<file path="config.mk">
export PLATFORM = sky130hd
export DESIGN_NAME = reload_serial_port
export DESIGN_NICKNAME = d
export VERILOG_FILES = /design/src/rtl/ssp_pkg.sv /design/src/rtl/ssp_config_regs.sv /design/src/rtl/ssp_reload_timer.sv /design/src/rtl/ssp_sequencer.sv /design/src/rtl/ssp_shifter.sv /design/src/rtl/reload_serial_port.sv
export SDC_FILE = /design/constraint.sdc
export NUM_CORES = 1
export LEC_CHECK = 0
export BUFFER_PORTS_ARGS = -buffer_cell sky130_fd_sc_hd__clkbuf_2
export CORE_AREA = 2 2 80 82
export CTS_CLUSTER_SIZE = 8
export DETAILED_ROUTE_END_ITERATION = 12
export DIE_AREA = 0 0 82 84
export PLACE_DENSITY = 0.71
export SLEW_MARGIN = 20
export SYNTH_ARGS = -nofsm -noshare
export SYNTH_HDL_FRONTEND = slang
export SYNTH_SLANG_ARGS = --single-unit
export TNS_END_PERCENT = 50
</file>
<file path="constraint.sdc">
create_clock -name clk_i -period 2.45 [get_ports clk_i]
set_input_delay 0.49 -clock clk_i [delete_from_list [all_inputs] [get_ports clk_i]]
set_output_delay 0.49 -clock clk_i [all_outputs]
set_load 0.05 [all_outputs]
</file>
<file path="src/rtl/ssp_pkg.sv">
package ssp_pkg;

   // Register selector on the write port
   typedef enum logic {
      SEL_RELOAD = 1'b0,
      SEL_TXBYTE = 1'b1
   } ssp_sel_e;

   // Event set produced by the sequencer for the data path
   typedef struct packed {
      logic launch;
      logic rise;
      logic fall;
      logic last;
   } ssp_evt_t;

endpackage

</file>
<file path="src/rtl/ssp_config_regs.sv">
module ssp_config_regs
   import ssp_pkg::*;
#(
   parameter int DATA_W       = 8,
   parameter int CNT_W        = 8,
   parameter int RESET_RELOAD = 1
) (
   input  logic              clk_i,
   input  logic              rst_ni,
   input  logic              wr_en_i,
   input  logic              wr_sel_i,
   input  logic [DATA_W-1:0] wr_data_i,
   output logic [CNT_W-1:0]  reload_o,
   output logic [DATA_W-1:0] txbyte_o
);

   ssp_sel_e sel;
   assign sel = ssp_sel_e'(wr_sel_i);

   always_ff @(posedge clk_i or negedge rst_ni) begin
      if (!rst_ni) begin
         reload_o <= CNT_W'(RESET_RELOAD);
         txbyte_o <= '0;
      end else if (wr_en_i) begin
         if (sel == SEL_RELOAD) reload_o <= wr_data_i[CNT_W-1:0];
         else                   txbyte_o <= wr_data_i;
      end
   end

endmodule

</file>
<file path="src/rtl/ssp_reload_timer.sv">
module ssp_reload_timer #(
   parameter int CNT_W = 8
) (
   input  logic             clk_i,
   input  logic             rst_ni,
   input  logic             launch_i,
   input  logic             run_i,
   input  logic [CNT_W-1:0] reload_i,
   output logic             tick_o
);

   localparam int LW = CNT_W + 1;
   localparam logic [LW-1:0] ZERO_AS = LW'(1) << CNT_W;

   logic [LW-1:0] count_q;
   logic [LW-1:0] load_val;

   // a programmed zero counts as the full 2**CNT_W span
   assign load_val = (reload_i == '0) ? ZERO_AS : {1'b0, reload_i};
   assign tick_o   = run_i && (count_q == '0);

   always_ff @(posedge clk_i or negedge rst_ni) begin
      if (!rst_ni) begin
         count_q <= '0;
      end else if (launch_i) begin
         count_q <= load_val;
      end else if (run_i) begin
         if (count_q == '0) count_q <= load_val;
         else               count_q <= count_q - LW'(1);
      end
   end

endmodule

</file>
<file path="src/rtl/ssp_sequencer.sv">
module ssp_sequencer
   import ssp_pkg::*;
#(
   parameter int DATA_W = 8
) (
   input  logic     clk_i,
   input  logic     rst_ni,
   input  logic     start_i,
   input  logic     tick_i,
   output logic     busy_o,
   output logic     done_o,
   output logic     sclk_o,
   output ssp_evt_t evt_o
);

   localparam int EDGES = 2 * DATA_W;
   localparam int EW    = $clog2(EDGES);

   logic [EW-1:0] edge_q;
   logic          launch;
   logic          last_edge;

   assign launch    = start_i && !busy_o;
   assign last_edge = tick_i && sclk_o && (edge_q == EW'(EDGES - 1));

   assign evt_o.launch = launch;
   assign evt_o.rise   = tick_i && !sclk_o;
   assign evt_o.fall   = tick_i && sclk_o;
   assign evt_o.last   = last_edge;

   always_ff @(posedge clk_i or negedge rst_ni) begin
      if (!rst_ni) begin
         busy_o <= 1'b0;
         done_o <= 1'b0;
         sclk_o <= 1'b0;
         edge_q <= '0;
      end else if (launch) begin
         busy_o <= 1'b1;
         done_o <= 1'b0;
         sclk_o <= 1'b0;
         edge_q <= '0;
      end else if (tick_i) begin
         if (last_edge) begin
            busy_o <= 1'b0;
            done_o <= 1'b1;
            sclk_o <= 1'b0;
            edge_q <= '0;
         end else begin
            sclk_o <= ~sclk_o;
            edge_q <= edge_q + EW'(1);
         end
      end
   end

endmodule

</file>
<file path="src/rtl/ssp_shifter.sv">
module ssp_shifter
   import ssp_pkg::*;
#(
   parameter int DATA_W = 8
) (
   input  logic              clk_i,
   input  logic              rst_ni,
   input  ssp_evt_t          evt_i,
   input  logic [DATA_W-1:0] txbyte_i,
   input  logic              sdi_i,
   output logic              sdo_o,
   output logic [DATA_W-1:0] rx_data_o
);

   logic [DATA_W-1:0] tx_q;
   logic [DATA_W-1:0] rx_q;

   assign sdo_o = tx_q[DATA_W-1];

   always_ff @(posedge clk_i or negedge rst_ni) begin
      if (!rst_ni) begin
         tx_q      <= '0;
         rx_q      <= '0;
         rx_data_o <= '0;
      end else if (evt_i.launch) begin
         tx_q <= txbyte_i;
         rx_q <= '0;
      end else begin
         if (evt_i.rise) rx_q <= {rx_q[DATA_W-2:0], sdi_i};
         if (evt_i.fall && !evt_i.last) tx_q <= {tx_q[DATA_W-2:0], 1'b0};
         if (evt_i.last) rx_data_o <= rx_q;
      end
   end

endmodule

</file>
<file path="src/rtl/reload_serial_port.sv">
module reload_serial_port
   import ssp_pkg::*;
#(
   parameter int DATA_W       = 8,
   parameter int CNT_W        = 8,
   parameter int RESET_RELOAD = 1
) (
   input  logic              clk_i,
   input  logic              rst_ni,
   input  logic              wr_en_i,
   input  logic              wr_sel_i,
   input  logic [DATA_W-1:0] wr_data_i,
   input  logic              start_i,
   output logic              busy_o,
   output logic              done_o,
   output logic [DATA_W-1:0] rx_data_o,
   output logic              sclk_o,
   output logic              sdo_o,
   input  logic              sdi_i
);

   if (DATA_W < 2) begin : g_bad_data_w
      $error("reload_serial_port: DATA_W must be at least 2");
   end
   if (CNT_W < 1 || CNT_W > DATA_W) begin : g_bad_cnt_w
      $error("reload_serial_port: CNT_W must lie in 1..DATA_W");
   end
   if (RESET_RELOAD < 0 || RESET_RELOAD >= (1 << CNT_W)) begin : g_bad_reset
      $error("reload_serial_port: RESET_RELOAD out of range");
   end

   logic [CNT_W-1:0]  reload;
   logic [DATA_W-1:0] txbyte;
   logic              tick;
   ssp_evt_t          evt;

   ssp_config_regs #(
      .DATA_W       (DATA_W),
      .CNT_W        (CNT_W),
      .RESET_RELOAD (RESET_RELOAD)
   ) regs_i (
      .clk_i     (clk_i),
      .rst_ni    (rst_ni),
      .wr_en_i   (wr_en_i),
      .wr_sel_i  (wr_sel_i),
      .wr_data_i (wr_data_i),
      .reload_o  (reload),
      .txbyte_o  (txbyte)
   );

   ssp_reload_timer #(
      .CNT_W (CNT_W)
   ) timer_i (
      .clk_i    (clk_i),
      .rst_ni   (rst_ni),
      .launch_i (evt.launch),
      .run_i    (busy_o),
      .reload_i (reload),
      .tick_o   (tick)
   );

   ssp_sequencer #(
      .DATA_W (DATA_W)
   ) seq_i (
      .clk_i   (clk_i),
      .rst_ni  (rst_ni),
      .start_i (start_i),
      .tick_i  (tick),
      .busy_o  (busy_o),
      .done_o  (done_o),
      .sclk_o  (sclk_o),
      .evt_o   (evt)
   );

   ssp_shifter #(
      .DATA_W (DATA_W)
   ) shift_i (
      .clk_i     (clk_i),
      .rst_ni    (rst_ni),
      .evt_i     (evt),
      .txbyte_i  (txbyte),
      .sdi_i     (sdi_i),
      .sdo_o     (sdo_o),
      .rx_data_o (rx_data_o)
   );

endmodule

</file>
==> results of run 1 <==
[worst max-delay path: stages, from the launching register on]
cell,delay (ns)
dfrtp_1,0.41
inv_1,0.09
ha_1,0.16
or3b_4,0.42
or4b_1,0.77
mux2i_1,0.25
o21ai_1,0.07
[cell usage after synthesis (3+ instances only)]
cell	instances
mux2i_1	10
o211ai_1	3
a31oi_1	3
nand2b_1	3
dfrtp_1	55
nor4_1	4
nand3_1	18
clkbuf_1	9
o21ai_0	12
a21oi_1	7
nor2_1	11
inv_1	3
o21ai_1	7
nor3_1	7
mux2_2	25
nand2_1	28
buf_2	3
[cell type report]
class	instances	area (um2)	share of cell area
tap	77	96.3	0.0334
timing repair buffer	33	185	0.0643
clock inverter	2	12.5	0.00434
sequential	56	1400	0.487
clock buffer	5	68.8	0.0239
multi-input combinational	164	1100	0.383
inverter	3	11.3	0.00391
[path summary, 6_finish.rpt]
check / depth (start not counted) / startpoint / slack, ns / endpoint
worst max-delay path: 6 / timer_i.count_q[0] / 0.16 / shift_i.tx_q[5]
worst min-delay path: 2 / rst_ni / 0.30 / shift_i.rx_data_o[1]
worst max register to register: 6 / timer_i.count_q[0] / 0.16 / shift_i.tx_q[5]
worst min register to register: 2 / regs_i.txbyte_o[0] / 0.48 / shift_i.tx_q[0]
max in group asynchronous: 2 / rst_ni / 1.70 / shift_i.tx_q[7]
min in group clk_i: 3 / sdi_i / 0.42 / shift_i.rx_q[0]
[metal layers]
metal / track usage / vias up
met2: 0.247 / 37
met3: 0.0292 / 2
li1: - / 894
met4: 0.0409 / 0
met5: 0 / -
met1: 0.229 / 948
[logic make-up after synthesis]
kind of cell    count (synthesis)  share of synthesized area
mux                            35                      0.149
flops                          56                      0.548
simple gates                   86                      0.174
fa+ha+maj                       2                    0.00977
compound gates                 40                     0.0928
xor+xnor                        1                    0.00342
buf+inv                        15                     0.0234
[where the power goes]
part	total (uW)	switching (uW)	internal (uW)
Sequential	1350	213	1130
Clock	475	281	194
Combinational	631	347	284
[sequential cells by signal, summed over array words and instances, names as in the netlist]
signal             count
seq_i.sclk_o           1
shift_i.rx_data_o      8
regs_i.reload_o        8
shift_i.rx_q           8
seq_i.edge_q           4
seq_i.done_o           1
regs_i.txbyte_o        8
timer_i.count_q        9
seq_i.busy_o           1
shift_i.tx_q           8
[through the flow]
stage	utilization	total power [uW]	hold WS, ns	cell area (um2)	setup slack, ns
2_1_floorplan	-	1790	0.194	2560	0.262
3_3_place_gp	0.459	1960	0.465	2800	0.254
3_5_place_dp	0.459	1990	0.474	2800	0.187
4_1_cts	0.473	2470	0.330	2880	0.167
5_1_grt	0.473	2620	0.353	2880	0.0476
6_report	0.473	2450	0.297	2880	0.161
==> impl_results.md, run 1 <==
- WL met1: 2430 um
- Detailed Route WL: 5000 um
- Period utilization: 0.934
- F_max: around 0.44 GHz
- Rows: 29
- Lkg Pwr: roughly 0.0013 uW
- CP endpoint kind: flip-flop
- Final setup viols: 0
- Met3 WL: 181 um
- N_diodes: 0
- Die ar.: roughly 0.0069 mm2
- Worst setup path class: flip-flop to flip-flop
- Metal2 WL: 2350 um
- Initial antenna violation count: 0
- Ports: 26
- Layout cell share with drive strength beyond 1: 0.274
- Htree depth: 2
- Die W: 82 um
- Clock Tree Root: clkbuf_8
- Total CTS buffers: 5
- Hold buffer count at CTS: 0
- Status: completed
- Leading area contributor after synthesis: dfrtp_1
- Clock transition at the registers of the reported paths: 0.10 ns
- Setup_tns: 0 ns
- CTS sink cnt: 56
- DR WL/cell: 14.7 um
- Largest net degree at the start of global routing: 57
- RSZ-0062 raised after global routing: no
- Yosys top cell area share: 0.537
- Cells after synthesis: 235
- Minimum clock period after layout: roughly 2.3 ns
- Area grow syn2layout: 12.5%
- Yosys reg bits: between 50 and 60
- Final Non-Filler Cells: 340
- Final #Nets: approximately 280
- # resized after CTS: 0
- YS warnings: 0
- Max-cap violations: 0
- Area contributors post-synth: dfrtp_1 (54%), mux2_2 (11%), nand2_1 (4.1%), mux2i_1 (3.9%), nand3_1 (3.5%)
- Commonest non-fill, non-tap cells in the layout: dfrtp_1 (55), nand2_1 (28), mux2_2 (25), clkbuf_2 (25), nand3_1 (18)
- First-pass iteration count of the detailed router: 4
- Slew headroom: 0.426
- Ys async rst share: 1.00
- Die Span Y: about 84 um
- All-Layer GR Usage: 0.159
- Arr. time, crit path: 2.47 ns
- Tightest Pin Transition: 0.861 ns
- CP Max Fanout: 8
- Power per cell area: about 850 mW/mm2
- CTS tree: built
- Core area: 0.00610 mm2
- Fill cell count: 577
- Starting Density: 0.420
- Critical path data required time: between 2 and 3 ns
- Clock skew: roughly 0.011 ns
- First-pass GRT wire length: 8540 um
- Top Metal Used: met4
- Cell area after synthesis: 0.00256 mm2
- Initial DRC Count: about 140
- Number of global-route vias before repair: around 1800
- Placed cell count: ~330
- Slew Viols, Final: 0
- Synth Flop Type: dfrtp_1
- Mapped Nets: 251
- # port buffers: 25
- Commonest non-fill, non-tap cell in the layout: dfrtp_1
- Post-synth EDFFs: 0
- Bufs on Longest Clock Path: 2
- Grt ovf: 0
- Worst min-delay path class: input port to asynchronous set/reset pin
- Synth cell types: 38
- Via count: around 1900
- Seq/Total Area, Yosys: 0.548
- Clock latency on the worst-skew pair: 0.30 ns
- Final Hold Viols: 0
- Syn Area/Cell: 10.9 um2
- Critical Path Start Type: flip-flop
- Post-CTS setup buffer count: 0
- Routed Antenna Nets: 0
- Remaining DRCs: 0
- RePlAce Congestion: 0.758
- Vias per cell: 5.53
- Post-DP HPWL: 3510 um
- Peak supply drop: 0.515 mV
Note: power is estimated with default switching activity, not from simulation.
==> run 2: changes to the inputs <==
--- a/config.mk
+++ b/config.mk
@@ -5,12 +5,12 @@
 export SDC_FILE = /design/constraint.sdc
 export NUM_CORES = 1
 export LEC_CHECK = 0
-export BUFFER_PORTS_ARGS = -buffer_cell sky130_fd_sc_hd__clkbuf_2
 export CORE_AREA = 2 2 80 82
 export CTS_CLUSTER_SIZE = 8
 export DETAILED_ROUTE_END_ITERATION = 12
 export DIE_AREA = 0 0 82 84
-export PLACE_DENSITY = 0.71
+export DONT_BUFFER_PORTS = 1
+export PLACE_DENSITY = 0.67
 export SLEW_MARGIN = 20
 export SYNTH_ARGS = -nofsm -noshare
 export SYNTH_HDL_FRONTEND = slang
==> run 2 against run 1 <==
  * Combinational power is 5.1% lower
  * Cell area is 2.5% lower
  * Critical path depth stayed put
  * Core utilization is 1.2 points lower
  * Power hardly changed
  * Clock skew is 0.0025 ns lower
==> impl_results.md, run 2 (same netlist as run 1, synthesis figures left out) <==
- Status: completed
- First-pass GRT wire length: 8610 um (+0.81%)
- Worst min-delay path class: input port to asynchronous set/reset pin
- Power per cell area: 873 mW/mm2 (+2.6%)
- Critical Path Start Type: flip-flop
- Commonest non-fill, non-tap cell in the layout: dfrtp_1
- Via count: 1753 (-6.8%)
- Max-cap violations: 0 (unchanged)
- Rows: 29 (unchanged)
- RePlAce Congestion: 0.750 (-1.1%)
- Slew Viols, Final: 0 (unchanged)
- Initial antenna violation count: 0 (unchanged)
- Commonest non-fill, non-tap cells in the layout: dfrtp_1 (55), nand2_1 (28), mux2_2 (25), nand3_1 (18), o21ai_0 (12)
- Initial DRC Count: 108 (-21%)
- Core area: 0.00610 mm2 (unchanged)
- Sw frac: 0.340 (-0.00220)
- Vias per cell: 5.50 (-0.67%)
- Comb pwr share: 0.244 (-0.013)
- # port buffers: 0 (-100%)
- Final setup viols: 0 (unchanged)
- Setup_tns: 0 ns (unchanged)
- WL met1: 2370 um (-2.5%)
- Die ar.: 0.00689 mm2 (unchanged)
- Largest net degree at the start of global routing: 56 (-1.8%)
- Clock share of power: 0.201 (+0.007)
- CTS tree: built
- CTS sink cnt: 56 (unchanged)
- Clock Tree Root: clkbuf_8
- CP Max Fanout: 8 (unchanged)
- Clock latency on the worst-skew pair: 0.30 ns (about the same)
- DR WL/cell: 15.8 um (+7.6%)
- Total CTS buffers: 5 (unchanged)
- Htree depth: 2 (unchanged)
- Post-CTS setup buffer count: 0 (unchanged)
- All-Layer GR Usage: 0.161 (+0.00213)
- Detailed Route WL: 5050 um (+1.0%)
- Seq pwr share: 0.555 (+0.006)
- Remaining DRCs: 0 (unchanged)
- CP endpoint kind: flip-flop
- Internal power: 1620 uW (+0.36%)
- Bufs on Longest Clock Path: 2 (unchanged)
- Layout cell share with drive strength beyond 1: 0.202 (-0.0713)
- Lkg Pwr: 0.00126 uW (-6.4%)
- Grt ovf: 0 (unchanged)
- Max reg flops: 9 (unchanged)
- # resized after CTS: 0 (unchanged)
- Metal2 WL: 2490 um (+5.9%)
- Final #Nets: 257 (-7.9%)
- Minimum clock period after layout: 2.29 ns (-0.00192 ns)
- Clock skew: 0.00902 ns (-0.00248 ns)
- Worst setup path class: flip-flop to flip-flop
- N_diodes: 0 (unchanged)
- Post-DP HPWL: 3490 um (-0.56%)
- Met3 WL: 154 um (-15%)
- Tightest Pin Transition: 0.703 ns (-0.159 ns)
- Number of global-route vias before repair: 1810 (-0.66%)
- Starting Density: 0.420 (unchanged)
- Arr. time, crit path: 2.47 ns (about the same)
- RSZ-0062 raised after global routing: no
- Biggest register: timer_i.count_q
- Routed Antenna Nets: 0 (unchanged)
- Final Non-Filler Cells: 319 (-6.2%)
- Clock transition at the registers of the reported paths: 0.10 ns (about the same)
- Sw power: 835 uW (-0.62%)
- Area grow syn2layout: 9.67%
- Ports: 26 (unchanged)
- Critical path data required time: 2.63 ns (about the same)
- Die Span Y: 84 um (unchanged)
- Final Hold Viols: 0 (unchanged)
- Slew headroom: 0.530 (+0.104)
- Placed cell count: 309 (-7.2%)
- First-pass iteration count of the detailed router: 4 (unchanged)
- F_max: 0.437 GHz (about the same)
- Period utilization: 0.934 (about the same)
- Top Metal Used: met4
- Die W: 82 um (unchanged)
- Peak supply drop: 0.439 mV (-15%)
==> run 2: power by group through the flow <==
stage	Sequential, uW	Combinational (uW)	Clock (uW)
after floorplan	1350	440	0
after global placement	1370	554	0
after detailed placement	1380	579	0
after CTS	1360	602	523
after global routing	1400	684	553
final	1360	599	493
==> run 2: what timing repair did <==
action,4_1_cts,5_1_grt
endpoints found under the setup margin,0,0
endpoints found under the hold margin,55,1
hold buffers,1,1
==> run 2: critical path, stage by stage (launching register included) <==
cell and delay, ns:
dfrtp_1 0.40, inv_1 0.11, ha_1 0.17, or3b_4 0.41, or4b_1 0.76, mux2i_1 0.23
o21ai_1 0.08
==> run 2: final cells by class <==
cell class | count | area [um2]
clock inverter | 2 | 16.3
tap | 77 | 96.3
multi-input combinational | 164 | 1100
inverter | 3 | 11.3
fill | 605 | 3290
clock buffer | 6 | 72.6
sequential | 56 | 1400
timing repair buffer | 11 | 105
==> run 2: layer usage <==
layer	track usage	vias to the layer above
met3	0.0390	2
li1	-	850
met2	0.257	21
met5	0	-
met1	0.222	880
met4	0.0364	0
==> run 2: metrics by stage <==
| step | util | total power [uW] | setup WS, ns | hold slack (ns) | area [um2] |
|---|---|---|---|---|---|
| after global routing | 0.461 | 2630 | 0.0451 | 0.0341 | 2810 |
| after floorplan | - | 1790 | 0.262 | 0.194 | 2560 |
| final | 0.461 | 2450 | 0.163 | 0.0354 | 2810 |
| after detailed placement | 0.440 | 1960 | 0.173 | 0.195 | 2680 |
| after global placement | 0.440 | 1930 | 0.256 | 0.195 | 2680 |
| after CTS | 0.459 | 2480 | 0.160 | 0.0100 | 2800 |
==> run 2: final timing paths <==
kind / slack, ns / end / cells after the start / from
worst min register to register: 0.50 / shift_i.tx_q[0] / 2 / regs_i.txbyte_o[0]
worst max register to register: 0.16 / shift_i.tx_q[7] / 6 / timer_i.count_q[0]
min in group clk_i: 0.33 / regs_i.reload_o[4] / 1 / wr_data_i[4]
max in group asynchronous: 1.81 / regs_i.reload_o[0] / 1 / rst_ni
worst max-delay path: 0.16 / shift_i.tx_q[7] / 6 / timer_i.count_q[0]
worst min-delay path: 0.04 / shift_i.rx_q[7] / 1 / rst_ni
==> run 3: changes to the inputs <==
--- a/config.mk
+++ b/config.mk
@@ -5,12 +5,14 @@
 export SDC_FILE = /design/constraint.sdc
 export NUM_CORES = 1
 export LEC_CHECK = 0
-export CORE_AREA = 2 2 80 82
+export CELL_PAD_IN_SITES_DETAIL_PLACEMENT = 0
+export CELL_PAD_IN_SITES_GLOBAL_PLACEMENT = 2
+export CORE_AREA = 2 2 83 85
 export CTS_CLUSTER_SIZE = 8
 export DETAILED_ROUTE_END_ITERATION = 12
-export DIE_AREA = 0 0 82 84
+export DIE_AREA = 0 0 85 87
 export DONT_BUFFER_PORTS = 1
-export PLACE_DENSITY = 0.67
+export PLACE_DENSITY = 0.85
 export SLEW_MARGIN = 20
 export SYNTH_ARGS = -nofsm -noshare
 export SYNTH_HDL_FRONTEND = slang
==> run 3 against run 2 <==
  * Power grew 4.1%
  * Sequential share of layout area shrank 0.53 points
  * Register-to-register slack gained 0.03 ns
  * Largest power group unchanged
  * Sequential power is essentially flat
  * Flip-flop and latch count is the same
  * Clock skew shrank 0.0017 ns
==> impl_results.md, run 3 (same netlist as run 1, synthesis figures left out) <==
- Clock Tree Root: clkbuf_8
- Reg2reg path depth: 6 (unchanged)
- Setup_tns: 0 ns (unchanged)
- Tightest Pin Transition: 0.659 ns (-0.0433 ns)
- Final Core Density: 0.432 (-0.0286)
- Slew headroom: 0.559 (+0.0297)
- Die W: 85 um (+3.7%)
- RSZ-0062 raised after global routing: no
- Slowest CP cell: or4b_1
- Htree depth: 2 (unchanged)
- Post-CTS setup buffer count: 0 (unchanged)
- Clock transition at the registers of the reported paths: 0.10 ns (about the same)
- Grt ovf: 0 (unchanged)
- Initial antenna violation count: 0 (unchanged)
- Biggest register: timer_i.count_q
- All-Layer GR Usage: 0.158 (-0.00333)
- Critical path data required time: 2.64 ns (about the same)
- Worst min-delay path class: input port to asynchronous set/reset pin
- Worst setup path class: flip-flop to flip-flop
- Number of global-route vias before repair: 1806 (-0.22%)
- Die ar.: 0.00740 mm2 (+7.4%)
- Ports: 26 (unchanged)
- Lkg Pwr: 0.00128 uW (+1.5%)
- N_diodes: 0 (unchanged)
- # port buffers: 0 (unchanged)
- Critical Path Start Type: flip-flop
- Commonest non-fill, non-tap cells in the layout: dfrtp_1 (55), nand2_1 (28), mux2_2 (25), nand3_1 (18), o21ai_0 (12)
- CP Max Fanout: 8 (unchanged)
- Fill cell count: 608 (+0.50%)
- Reg2reg start: timer_i.count_q[0]
- Period utilization: 0.923 (-0.0106)
- Routed Antenna Nets: 0 (unchanged)
- Minimum clock period after layout: 2.26 ns (-0.0259 ns)
- Arr. time, crit path: 2.46 ns (about the same)
- Layout cell share with drive strength beyond 1: 0.206 (+0.00328)
- Final Hold Viols: 0 (unchanged)
- Final setup viols: 0 (unchanged)
- Rows: 30 (+3.4%)
- First-pass iteration count of the detailed router: 4 (unchanged)
- Area grow syn2layout: 10.8%
- Via count: 1738 (-0.86%)
- DR WL/cell: 16.4 um (+3.6%)
- Worst hold slack: 0.0369 ns (+0.00156 ns)
- Status: completed
- Die Span Y: 87 um (+3.6%)
- Reg2reg end: shift_i.tx_q[2]
- CP Capture Point: shift_i.tx_q[2]
- Crit path from: timer_i.count_q[0]
- Final #Nets: 258 (+0.39%)
- Starting Density: 0.390 (-0.0303)
- Total CTS buffers: 5 (unchanged)
- Max reg flops: 9 (unchanged)
- Post-route setup slack: 0.189 ns (+0.0259 ns)
- Critical path, cell by cell: inv_1 > ha_1 > or3b_4 > or4b_1 > mux2i_1 > o21ai_1
- F_max: 0.442 GHz (+1.1%)
- Clock latency on the worst-skew pair: 0.31 ns (about the same)
- Peak supply drop: 0.395 mV (-10%)
- CTS sink cnt: 56 (unchanged)
- Max-cap violations: 0 (unchanged)
- Power per cell area: 899 mW/mm2 (+3.0%)
- CP endpoint kind: flip-flop
- RePlAce Congestion: 0.774 (+3.2%)
- R2R setup slack: 0.19 ns (+0.03 ns)
- First-pass GRT wire length: 9190 um (+6.7%)
- Remaining DRCs: 0 (unchanged)
- Slew Viols, Final: 0 (unchanged)
- Detailed Route WL: 5300 um (+4.9%)
- Core area: 0.00657 mm2 (+7.8%)
- Post-DP HPWL: 3630 um (+3.8%)
- Largest net degree at the start of global routing: 56 (unchanged)
- Max incr delay on CP: 0.76 ns (about the same)
- Initial DRC Count: 81 (-25%)
- Commonest non-fill, non-tap cell in the layout: dfrtp_1
- Final Non-Filler Cells: 323 (+1.3%)
- Clock skew: 0.00736 ns (-0.00166 ns)
- Pre-CTS setup slack: 0.201 ns (+0.0280 ns)
- CTS tree: built
- Placed cell count: 313 (+1.3%)
- Bufs on Longest Clock Path: 2 (unchanged)
- Vias per cell: 5.38 (-2.1%)
==> run 3: changes by cell type in the layout (fill, tap and decap cells not counted), sizes merged <==
cell and delta:
buf +1, bufinv +1, clkinvlp -1
==> run 3: final cells by class <==
cell class | count | area (um2) | area share
Clock inverter | 2 | 35.0 | 0.0123
Sequential cell | 56 | 1400 | 0.494
Clock buffer | 6 | 72.6 | 0.0256
Timing Repair Buffer | 12 | 113 | 0.0397
Inverter | 3 | 11.3 | 0.00397
Tap cell | 80 | 100 | 0.0353
Multi-Input combinational cell | 164 | 1100 | 0.389
==> run 3: stage by stage <==
stage	power [uW]	cell area, um2
after floorplan	1790	2560
after CTS	2580	2830
after detailed placement	1960	2690
final	2550	2840
after global placement	1940	2690
after global routing	2750	2840
==> run 3: worst min-delay path by stage <==
stage | to | cells past startpoint | slack, ns
2_1_floorplan | regs_i.reload_o[1] | 0 | 0.19
3_3_place_gp | regs_i.txbyte_o[6] | 0 | 0.20
3_5_place_dp | regs_i.txbyte_o[0] | 0 | 0.20
4_1_cts | regs_i.reload_o[0] | 0 | 0.01
5_1_grt | regs_i.txbyte_o[7] | 1 | 0.04
6_report | regs_i.txbyte_o[7] | 1 | 0.04
==> run 3: metal layers <==
metal / wire length, um / share of wire / vias to the layer above / track usage
li1: - / - / 853 / -
met1: 2560 / 0.48 / 849 / 0.218
met2: 2460 / 0.46 / 26 / 0.248
met3: 156 / 0.029 / 10 / 0.0313
met4: 118 / 0.022 / 0 / 0.0592
met5: 0 / 0 / - / 0
==> run 3: worst max-delay path: cells and delay by family (launching register included) <==
family | cells | cell delay, ns
buffers and inverters | 1 | 0.09
adders and majority gates | 1 | 0.17
DFF | 1 | 0.40
muxes | 1 | 0.24
and+or+nand+nor | 2 | 1.18
AOI/OAI and AO/OA | 1 | 0.07
==> run 3: timing repair <==
action	4_1_cts	5_1_grt
hold buffers	1	1
hold endpoints to repair	55	1
resized for setup	0	0
endpoints found under the setup margin	0	0
==> run 3: where the power goes <==
group	total [uW]	internal [uW]	switching, uW	leakage [uW]
combinational	601	281	320	0.000524
clock	590	304	286	0.0000552
sequential	1360	1130	229	0.000703
